### config.mk
export PLATFORM = sky130hd
export DESIGN_NAME = chgstate_din_port
export DESIGN_NICKNAME = d
export VERILOG_FILES = /design/src/rtl/cos_pkg.sv /design/src/rtl/cos_sync.sv /design/src/rtl/cos_group_det.sv /design/src/rtl/cos_regs.sv /design/src/rtl/chgstate_din_port.sv
export SDC_FILE = /design/constraint.sdc
export NUM_CORES = 1
export LEC_CHECK = 0
export ABC_AREA = 0
export BUFFER_PORTS_ARGS = -buffer_cell sky130_fd_sc_hd__buf_4
export CORE_UTILIZATION = 45
export CTS_CLUSTER_SIZE = 10
export DETAILED_ROUTE_END_ITERATION = 10
export GPL_TIMING_DRIVEN = 0
export SLEW_MARGIN = 20
export SYNTH_ARGS = -nofsm -noshare
export SYNTH_HDL_FRONTEND = slang
export SYNTH_HIERARCHICAL = 1
export SYNTH_SLANG_ARGS = --single-unit
### constraint.sdc
create_clock -name clk -period 3.5 [get_ports clk]
set_input_delay 0.7 -clock clk [delete_from_list [all_inputs] [get_ports clk]]
set_output_delay 0.7 -clock clk [all_outputs]
set_load 0.1 [all_outputs]
### src/rtl/cos_pkg.sv
package cos_pkg;
    localparam int NGRP     = 6;
    localparam int GW       = 8;
    localparam int AW       = 3;
    localparam int NPIN     = NGRP * GW;
    localparam int SUM_BIT  = 6;
    localparam logic [AW-1:0] STAT_OFS = 3'd7;
    localparam logic [AW-1:0] HOLE_OFS = 3'd3;

    typedef enum logic [1:0] {
        SEL_GROUP,
        SEL_ZERO,
        SEL_STAT
    } sel_kind_t;

    typedef struct packed {
        sel_kind_t        kind;
        logic [AW-1:0]    grp;
    } sel_t;

    typedef struct packed {
        logic          wr;
        logic          rd;
        logic [AW-1:0] addr;
        logic [GW-1:0] wdata;
    } bus_req_t;

    // Offsets above the gap map one group lower.
    function automatic sel_t decode_ofs(input logic [AW-1:0] ofs);
        sel_t s;
        s.kind = SEL_GROUP;
        s.grp  = ofs;
        if (ofs == STAT_OFS)
            s.kind = SEL_STAT;
        else if (ofs == HOLE_OFS)
            s.kind = SEL_ZERO;
        else if (ofs > HOLE_OFS)
            s.grp = ofs - 3'd1;
        return s;
    endfunction
endpackage

### src/rtl/cos_sync.sv
module cos_sync #(
    parameter int W      = 8,
    parameter int STAGES = 2
) (
    input  logic         clk,
    input  logic         rst,
    input  logic [W-1:0] d,
    output logic [W-1:0] q
);
    logic [W-1:0] stg [STAGES];

    always_ff @(posedge clk) begin
        if (rst) begin
            for (int i = 0; i < STAGES; i++) stg[i] <= '0;
        end else begin
            stg[0] <= d;
            for (int i = 1; i < STAGES; i++) stg[i] <= stg[i-1];
        end
    end

    assign q = stg[STAGES-1];
endmodule

### src/rtl/cos_group_det.sv
module cos_group_det #(
    parameter int W = 8
) (
    input  logic         clk,
    input  logic         rst,
    input  logic [W-1:0] lvl,
    input  logic         en_eff,
    input  logic         ack,
    output logic         stat
);
    logic [W-1:0] prev;
    logic         chg;
    logic         stat_d;

    always_ff @(posedge clk) begin
        if (rst) prev <= '0;
        else     prev <= lvl;
    end

    // Either direction counts: any differing bit.
    assign chg    = |(lvl ^ prev);
    assign stat_d = en_eff & (chg | (stat & ~ack));

    always_ff @(posedge clk) begin
        if (rst) stat <= 1'b0;
        else     stat <= stat_d;
    end

    assert_disarmed_no_flag_R6: assert property (@(posedge clk) disable iff (rst)
        !en_eff |=> !stat);
    assert_armed_change_sets_R5: assert property (@(posedge clk) disable iff (rst)
        (en_eff && (lvl != prev)) |=> stat);
    assert_ack_clears_R9: assert property (@(posedge clk) disable iff (rst)
        (ack && (lvl == prev)) |=> !stat);
    assert_flag_needs_change_R10: assert property (@(posedge clk) disable iff (rst)
        $rose(stat) |-> $past(lvl != prev));
endmodule

### src/rtl/cos_regs.sv
module cos_regs
    import cos_pkg::*;
(
    input  logic            clk,
    input  logic            rst,
    input  bus_req_t        req,
    input  logic [NPIN-1:0] lvl,
    input  logic [NGRP-1:0] stat,
    output logic [NGRP-1:0] en_eff,
    output logic            ack,
    output logic [GW-1:0]   rdata,
    output logic            irq_n
);
    logic [NGRP-1:0] en_q;
    sel_t            sel;
    logic            en_wr;

    assign sel   = decode_ofs(req.addr);
    assign en_wr = req.wr && (sel.kind == SEL_STAT);
    assign ack   = req.rd && (sel.kind == SEL_STAT);

    always_ff @(posedge clk) begin
        if (rst)        en_q <= '0;
        else if (en_wr) en_q <= req.wdata[NGRP-1:0];
    end

    // A write that disarms a group also drops its flag in the same edge.
    assign en_eff = en_wr ? req.wdata[NGRP-1:0] : en_q;
    assign irq_n  = ~|stat;

    always_comb begin
        rdata = '0;
        unique case (sel.kind)
            SEL_GROUP: rdata = lvl[sel.grp*GW +: GW];
            SEL_STAT: begin
                rdata[NGRP-1:0] = stat;
                rdata[SUM_BIT]  = irq_n;
            end
            default:   rdata = '0;
        endcase
    end

    assert_foreign_write_ignored_R11: assert property (@(posedge clk) disable iff (rst)
        (req.wr && (req.addr != STAT_OFS)) |=> $stable(en_q));
    assert_enable_load_R7: assert property (@(posedge clk) disable iff (rst)
        en_wr |=> (en_q == $past(req.wdata[NGRP-1:0])));
endmodule

### src/rtl/chgstate_din_port.sv
module chgstate_din_port
    import cos_pkg::*;
#(
    parameter int SYNC_STAGES = 2
) (
    input  logic          clk,
    input  logic          rst,
    input  logic [47:0]   pin_in,
    input  logic [2:0]    bus_addr,
    input  logic          bus_wr,
    input  logic          bus_rd,
    input  logic [7:0]    bus_wdata,
    output logic [7:0]    bus_rdata,
    output logic          irq_n
);
    bus_req_t        req;
    logic [NPIN-1:0] lvl;
    logic [NGRP-1:0] stat;
    logic [NGRP-1:0] en_eff;
    logic            ack;

    assign req.wr    = bus_wr;
    assign req.rd    = bus_rd;
    assign req.addr  = bus_addr;
    assign req.wdata = bus_wdata;

    cos_sync #(.W(NPIN), .STAGES(SYNC_STAGES)) u_sync (
        .clk (clk),
        .rst (rst),
        .d   (pin_in),
        .q   (lvl)
    );

    for (genvar g = 0; g < NGRP; g++) begin : g_grp
        cos_group_det #(.W(GW)) u_det (
            .clk    (clk),
            .rst    (rst),
            .lvl    (lvl[g*GW +: GW]),
            .en_eff (en_eff[g]),
            .ack    (ack),
            .stat   (stat[g])
        );
    end

    cos_regs u_regs (
        .clk    (clk),
        .rst    (rst),
        .req    (req),
        .lvl    (lvl),
        .stat   (stat),
        .en_eff (en_eff),
        .ack    (ack),
        .rdata  (bus_rdata),
        .irq_n  (irq_n)
    );

    assert_summary_matches_R8: assert property (@(posedge clk) disable iff (rst)
        (bus_addr == STAT_OFS) |-> (bus_rdata[SUM_BIT] == irq_n && !bus_rdata[7]));
    assert_gap_zero_R3: assert property (@(posedge clk) disable iff (rst)
        (bus_addr == HOLE_OFS) |-> (bus_rdata == 8'h00));
endmodule

==> run_summary.xml <==
<?xml version="1.0" encoding="UTF-8"?>
<metrics>
  <group name="clock_network">
    <metric name="cts_sink_cnt" unit="">156</metric>
    <metric name="cts-root-to-sink-buffers" unit="">2</metric>
    <metric name="cts.reportedPaths.clkPinSlew" unit="ns">0.05</metric>
    <metric name="htree_num_levels" unit="">4</metric>
    <metric name="holdBufCountCts" unit="">0</metric>
    <metric name="tritoncts.num_buffers" unit="">17</metric>
    <metric name="cts_root_buf" unit="">clkbuf_16</metric>
    <metric name="clk-insertion-delay-late" unit="ns">0.41</metric>
    <metric name="clock_tree_from_tritoncts" unit="">built</metric>
  </group>
  <group name="drt">
    <metric name="drt_drc_violations_left" unit="">0</metric>
    <metric name="drt_first_pass_iters" unit="">4</metric>
    <metric name="antenna_left" unit="">0</metric>
    <metric name="vias" unit="">3617</metric>
    <metric name="vias_per_inst" unit="">4.504</metric>
    <metric name="route.final.wire_length" unit="um">10480</metric>
    <metric name="route.detailed.wl_per_inst" unit="um">13.05</metric>
    <metric name="detailedRoute.firstIterationViolations" unit="">182</metric>
  </group>
  <group name="place">
    <metric name="placement.io_buffers" unit="">68</metric>
    <metric name="gp_routability_congestion" unit="">0.8215</metric>
    <metric name="dp.final_hpwl" unit="um">7633</metric>
    <metric name="numPlacedInstances" unit="">764</metric>
  </group>
  <group name="sta">
    <metric name="slew_at_the_pin_closest_to_its_max_slew_limit" unit="ns">0.6916</metric>
    <metric name="hold_viol_final" unit="">0</metric>
    <metric name="setup_violations" unit="">0</metric>
    <metric name="timing.hold.ws" unit="ns">0.4322</metric>
    <metric name="final.period_utilization" unit="%">98.07</metric>
    <metric name="min_period" unit="ns">3.433</metric>
    <metric name="max_slew_margin" unit="%">53.89</metric>
    <metric name="fin_worst_skew" unit="ns">0.006618</metric>
    <metric name="max_freq" unit="GHz">0.2913</metric>
    <metric name="finalMaxSlewViolations" unit="">0</metric>
  </group>
  <group name="pwr">
    <metric name="power_switching" unit="mW">0.9044</metric>
    <metric name="power.share.switching" unit="%">20.57</metric>
    <metric name="leakage" unit="nW">3.403</metric>
    <metric name="cellPowerDensity" unit="nW/um2">588.3</metric>
    <metric name="part_of_the_total_power_dissipated_in_the_clock_network" unit="%">47.9</metric>
    <metric name="irDropWorstVdd" unit="mV">0.3015</metric>
    <metric name="internal_power" unit="mW">3.492</metric>
    <metric name="seq_power_share" unit="%">42.4</metric>
    <metric name="power.share.combinational" unit="%">9.7</metric>
  </group>
  <group name="critical_path">
    <metric name="cp_slowest_stage_delay" unit="ns">0.51</metric>
    <metric name="worstSetupStartpoint" unit="">bus_addr[0]</metric>
    <metric name="setup.worst_path.class" unit="">input port to primary output</metric>
    <metric name="crit_path_cell_trace" unit="">buf_4, buf_6, buf_4, nor2_1, o22a_1, buf_6, mux4_2, a221o_2, buf_12</metric>
    <metric name="cp-start-kind" unit="">input port</metric>
    <metric name="worst_path_arrival_time" unit="ns">2.73</metric>
    <metric name="number_of_cell_instances_on_the_worst_register_to_register_path" unit="">4</metric>
    <metric name="worstPathRequired" unit="ns">2.80</metric>
    <metric name="worst_path_max_delay_cell" unit="">mux4_2</metric>
    <metric name="critical_path_endpoint_category" unit="">primary output</metric>
    <metric name="cpLargestDelayFamily" unit="">buffers and inverters</metric>
    <metric name="setup.reg_to_reg.worst_slack" unit="ns">2.29</metric>
    <metric name="worst_r2r_endpoint" unit="">g_grp[1].u_det/stat</metric>
    <metric name="crit-reg2reg-launch" unit="">u_sync/stg[0][56]</metric>
    <metric name="timing.critical_path.fanout_max" unit="">8</metric>
    <metric name="cp.buffers_inverters" unit="">5</metric>
  </group>
  <group name="cells_and_area">
    <metric name="insertedDiodeCount" unit="">0</metric>
    <metric name="num-nets-final" unit="">683</metric>
    <metric name="finish.utilization" unit="%">59.22</metric>
    <metric name="filler_free_cell_count_of_the_finished_design" unit="">803</metric>
    <metric name="fill_cells" unit="">1119</metric>
    <metric name="syn_to_final_growth" unit="%">27.96</metric>
    <metric name="drive_above_1_share" unit="%">32.65</metric>
  </group>
  <group name="hold_path">
    <metric name="holdPathEnd" unit="">u_sync/stg[0][60]</metric>
    <metric name="timing.hold.worst_path_depth" unit="">1</metric>
    <metric name="launch_instance_of_the_worst_min_delay_path" unit="">u_sync/stg[0][12]</metric>
    <metric name="hp-class" unit="">flop to flop</metric>
  </group>
  <group name="synth">
    <metric name="async_flop_share" unit="%">0</metric>
    <metric name="synth.cell_area" unit="um2">5841</metric>
    <metric name="mappedNetlistNets" unit="">589</metric>
    <metric name="syn_avg_cell_area" unit="um2">11.15</metric>
    <metric name="postSynthRegisterBits" unit="">156</metric>
    <metric name="synth_edf_count" unit="">0</metric>
    <metric name="synthesis.instances" unit="">524</metric>
    <metric name="synth.largest_area_cell" unit="">dfxtp_1</metric>
    <metric name="synth_top_cells_by_area" unit="">dfxtp_1, nor2b_1, xor2_1</metric>
    <metric name="ys_warn_count" unit="">6</metric>
    <metric name="synth_sequential_area_ratio" unit="%">53.47</metric>
    <metric name="netlist.area_leader.share" unit="%">53.47</metric>
    <metric name="post_synth_num_cell_types" unit="">32</metric>
    <metric name="dominantRegCellSynth" unit="">dfxtp_1</metric>
  </group>
  <group name="flow_run">
    <metric name="maxCapViolations" unit="">0</metric>
  </group>
  <group name="global_routing">
    <metric name="grt.overflow.total" unit="">0</metric>
    <metric name="antenna_found_initial" unit="">0</metric>
    <metric name="largest_net_degree_at_the_start_of_global_routing" unit="">67</metric>
    <metric name="grt_pass1_wl" unit="um">16550</metric>
    <metric name="gr-usage-all-layers" unit="%">16.96</metric>
    <metric name="grt_pass1_vias" unit="">3360</metric>
  </group>
  <group name="floorplanning">
    <metric name="die-width" unit="um">115.9</metric>
    <metric name="floorplan.die.height" unit="um">115.9</metric>
    <metric name="core-area" unit="um2">12620</metric>
    <metric name="io-pin-count" unit="">72</metric>
    <metric name="die_area" unit="um2">13440</metric>
    <metric name="num_rows" unit="">41</metric>
    <metric name="starting_density_of_the_core" unit="%">46.28</metric>
  </group>
  <group name="status">
    <metric name="outcome" unit="">finished clean</metric>
  </group>
</metrics>
## worst register-to-register path: cells and delay by family, from the launching register on
| kind | cells | cell delay, ns |
|---|---|---|
| xor gates and xnor gates | 1 | 0.13 |
| and+or+nand+nor | 1 | 0.35 |
| AOI/OAI and AO/OA | 1 | 0.15 |
| buffers and inverters | 1 | 0.13 |
| DFF | 1 | 0.30 |
## sequential cells by signal (all words and copies together) (netlist names)
register and flops:
g_grp.u_det/stat 6, g_grp.u_det/prev 48, u_sync/stg 96, u_regs/en_q 6
## per-stage QoR
step	total power, mW	setup TNS, ns	instance area, um2	setup WS [ns]
after global placement	2.290	-4.574	6584	-0.7008
after detailed placement	2.298	-4.733	6584	-0.7248
after floorplan	2.169	-0.009000	5858	-0.009000
after CTS	4.434	0	7412	0.006569
after global routing	4.565	-0.007230	7473	-0.007230
final	4.396	0	7473	0.06745
## cell type report
type / count / area (um2) / share of cell area [%]
inverters: 15 / 58.81 / 0.7869
clock inverters: 10 / 206.4 / 2.762
clock buffers: 22 / 494.2 / 6.613
plain buffers: 64 / 490.5 / 6.563
flip-flops and latches: 156 / 3123 / 41.79
multi-input cells: 289 / 2252 / 30.14
repair buffers: 75 / 633.1 / 8.471
well taps: 172 / 215.2 / 2.880
## cells by family after synthesis
logic type / Yosys count / synth area share, %
and+or+nand+nor: 183 / 19.49
DFF: 156 / 53.47
buffers and inverters: 79 / 9.147
xor gates and xnor gates: 48 / 7.198
AOI/OAI and AO/OA: 33 / 4.520
muxes: 23 / 5.741
adders and majority gates: 2 / 0.4284
## Yosys cell counts (2+ instances only)
cell and number:
a211oi_1 3, a21oi_1 6, a221o_1 7, a311oi_1 6
and3_1 8, buf_2 7, buf_4 49, buf_6 6
clkbuf_1 2, dfxtp_1 156, ha_1 2, inv_1 15
mux2_2 14, mux2i_1 2, mux4_2 7, nand2b_1 2
nor2_1 4, nor2b_1 151, nor3_1 7, nor4_1 6
o211ai_1 3, o221ai_1 3, o22ai_1 2, xor2_1 48
## how the worst max path moves through the flow
stage | endpoint | slack (ns) | cells past startpoint
finish | bus_rdata[0] | 0.07 | 9
global route | bus_rdata[0] | -0.007 | 9
CTS | bus_rdata[4] | 0.007 | 10
detailed placement | bus_rdata[4] | -0.72 | 8
global placement | bus_rdata[4] | -0.70 | 8
floorplan | bus_rdata[6] | -0.009 | 6
## routing by layer
metal	up-vias	wire, um	global-route usage, %
li1	1848	-	-
met1	1657	4882	21.34
met2	92	4856	26.35
met3	20	472	4.969
met4	0	267	8.889
met5	-	0	0
## power by group through the flow
stage,Sequential (mW),Clock (mW),Combinational [mW]
detailed placement,1.90,0,0.394
finish,1.86,2.10,0.428
floorplan,1.90,0,0.271
global route,1.87,2.23,0.460
global placement,1.90,0,0.388
CTS,1.86,2.15,0.420
## cells in the final DEF (no fill, tap or decap), types with 2 or more instances in the layout
cell and n:
o221ai_1 3, buf_2 5, mux2i_1 2, a21oi_1 6
o211ai_1 3, ha_4 2, clkbuf_1 2, buf_6 8
mux2_2 14, mux4_2 7, a221o_2 5, dfxtp_1 156
a311oi_1 6, buf_4 118, clkinv_2 2, nor2b_1 151
inv_1 14, nor3_1 6, clkbuf_16 17, clkbuf_8 5
nor4_1 6, nor2_1 3, a211oi_1 3, buf_12 5
a221o_1 2, xor2_1 48, and3_1 8, bufinv_16 6
## repair_timing
| action | CTS | global route |
|---|---|---|
| buffers inserted | 5 | 2 |
| resized for setup | 24 | 7 |
| pin swaps | 7 | 4 |
| endpoints found under the setup margin | 7 | 7 |
Note: power is estimated with default switching activity, not from simulation.
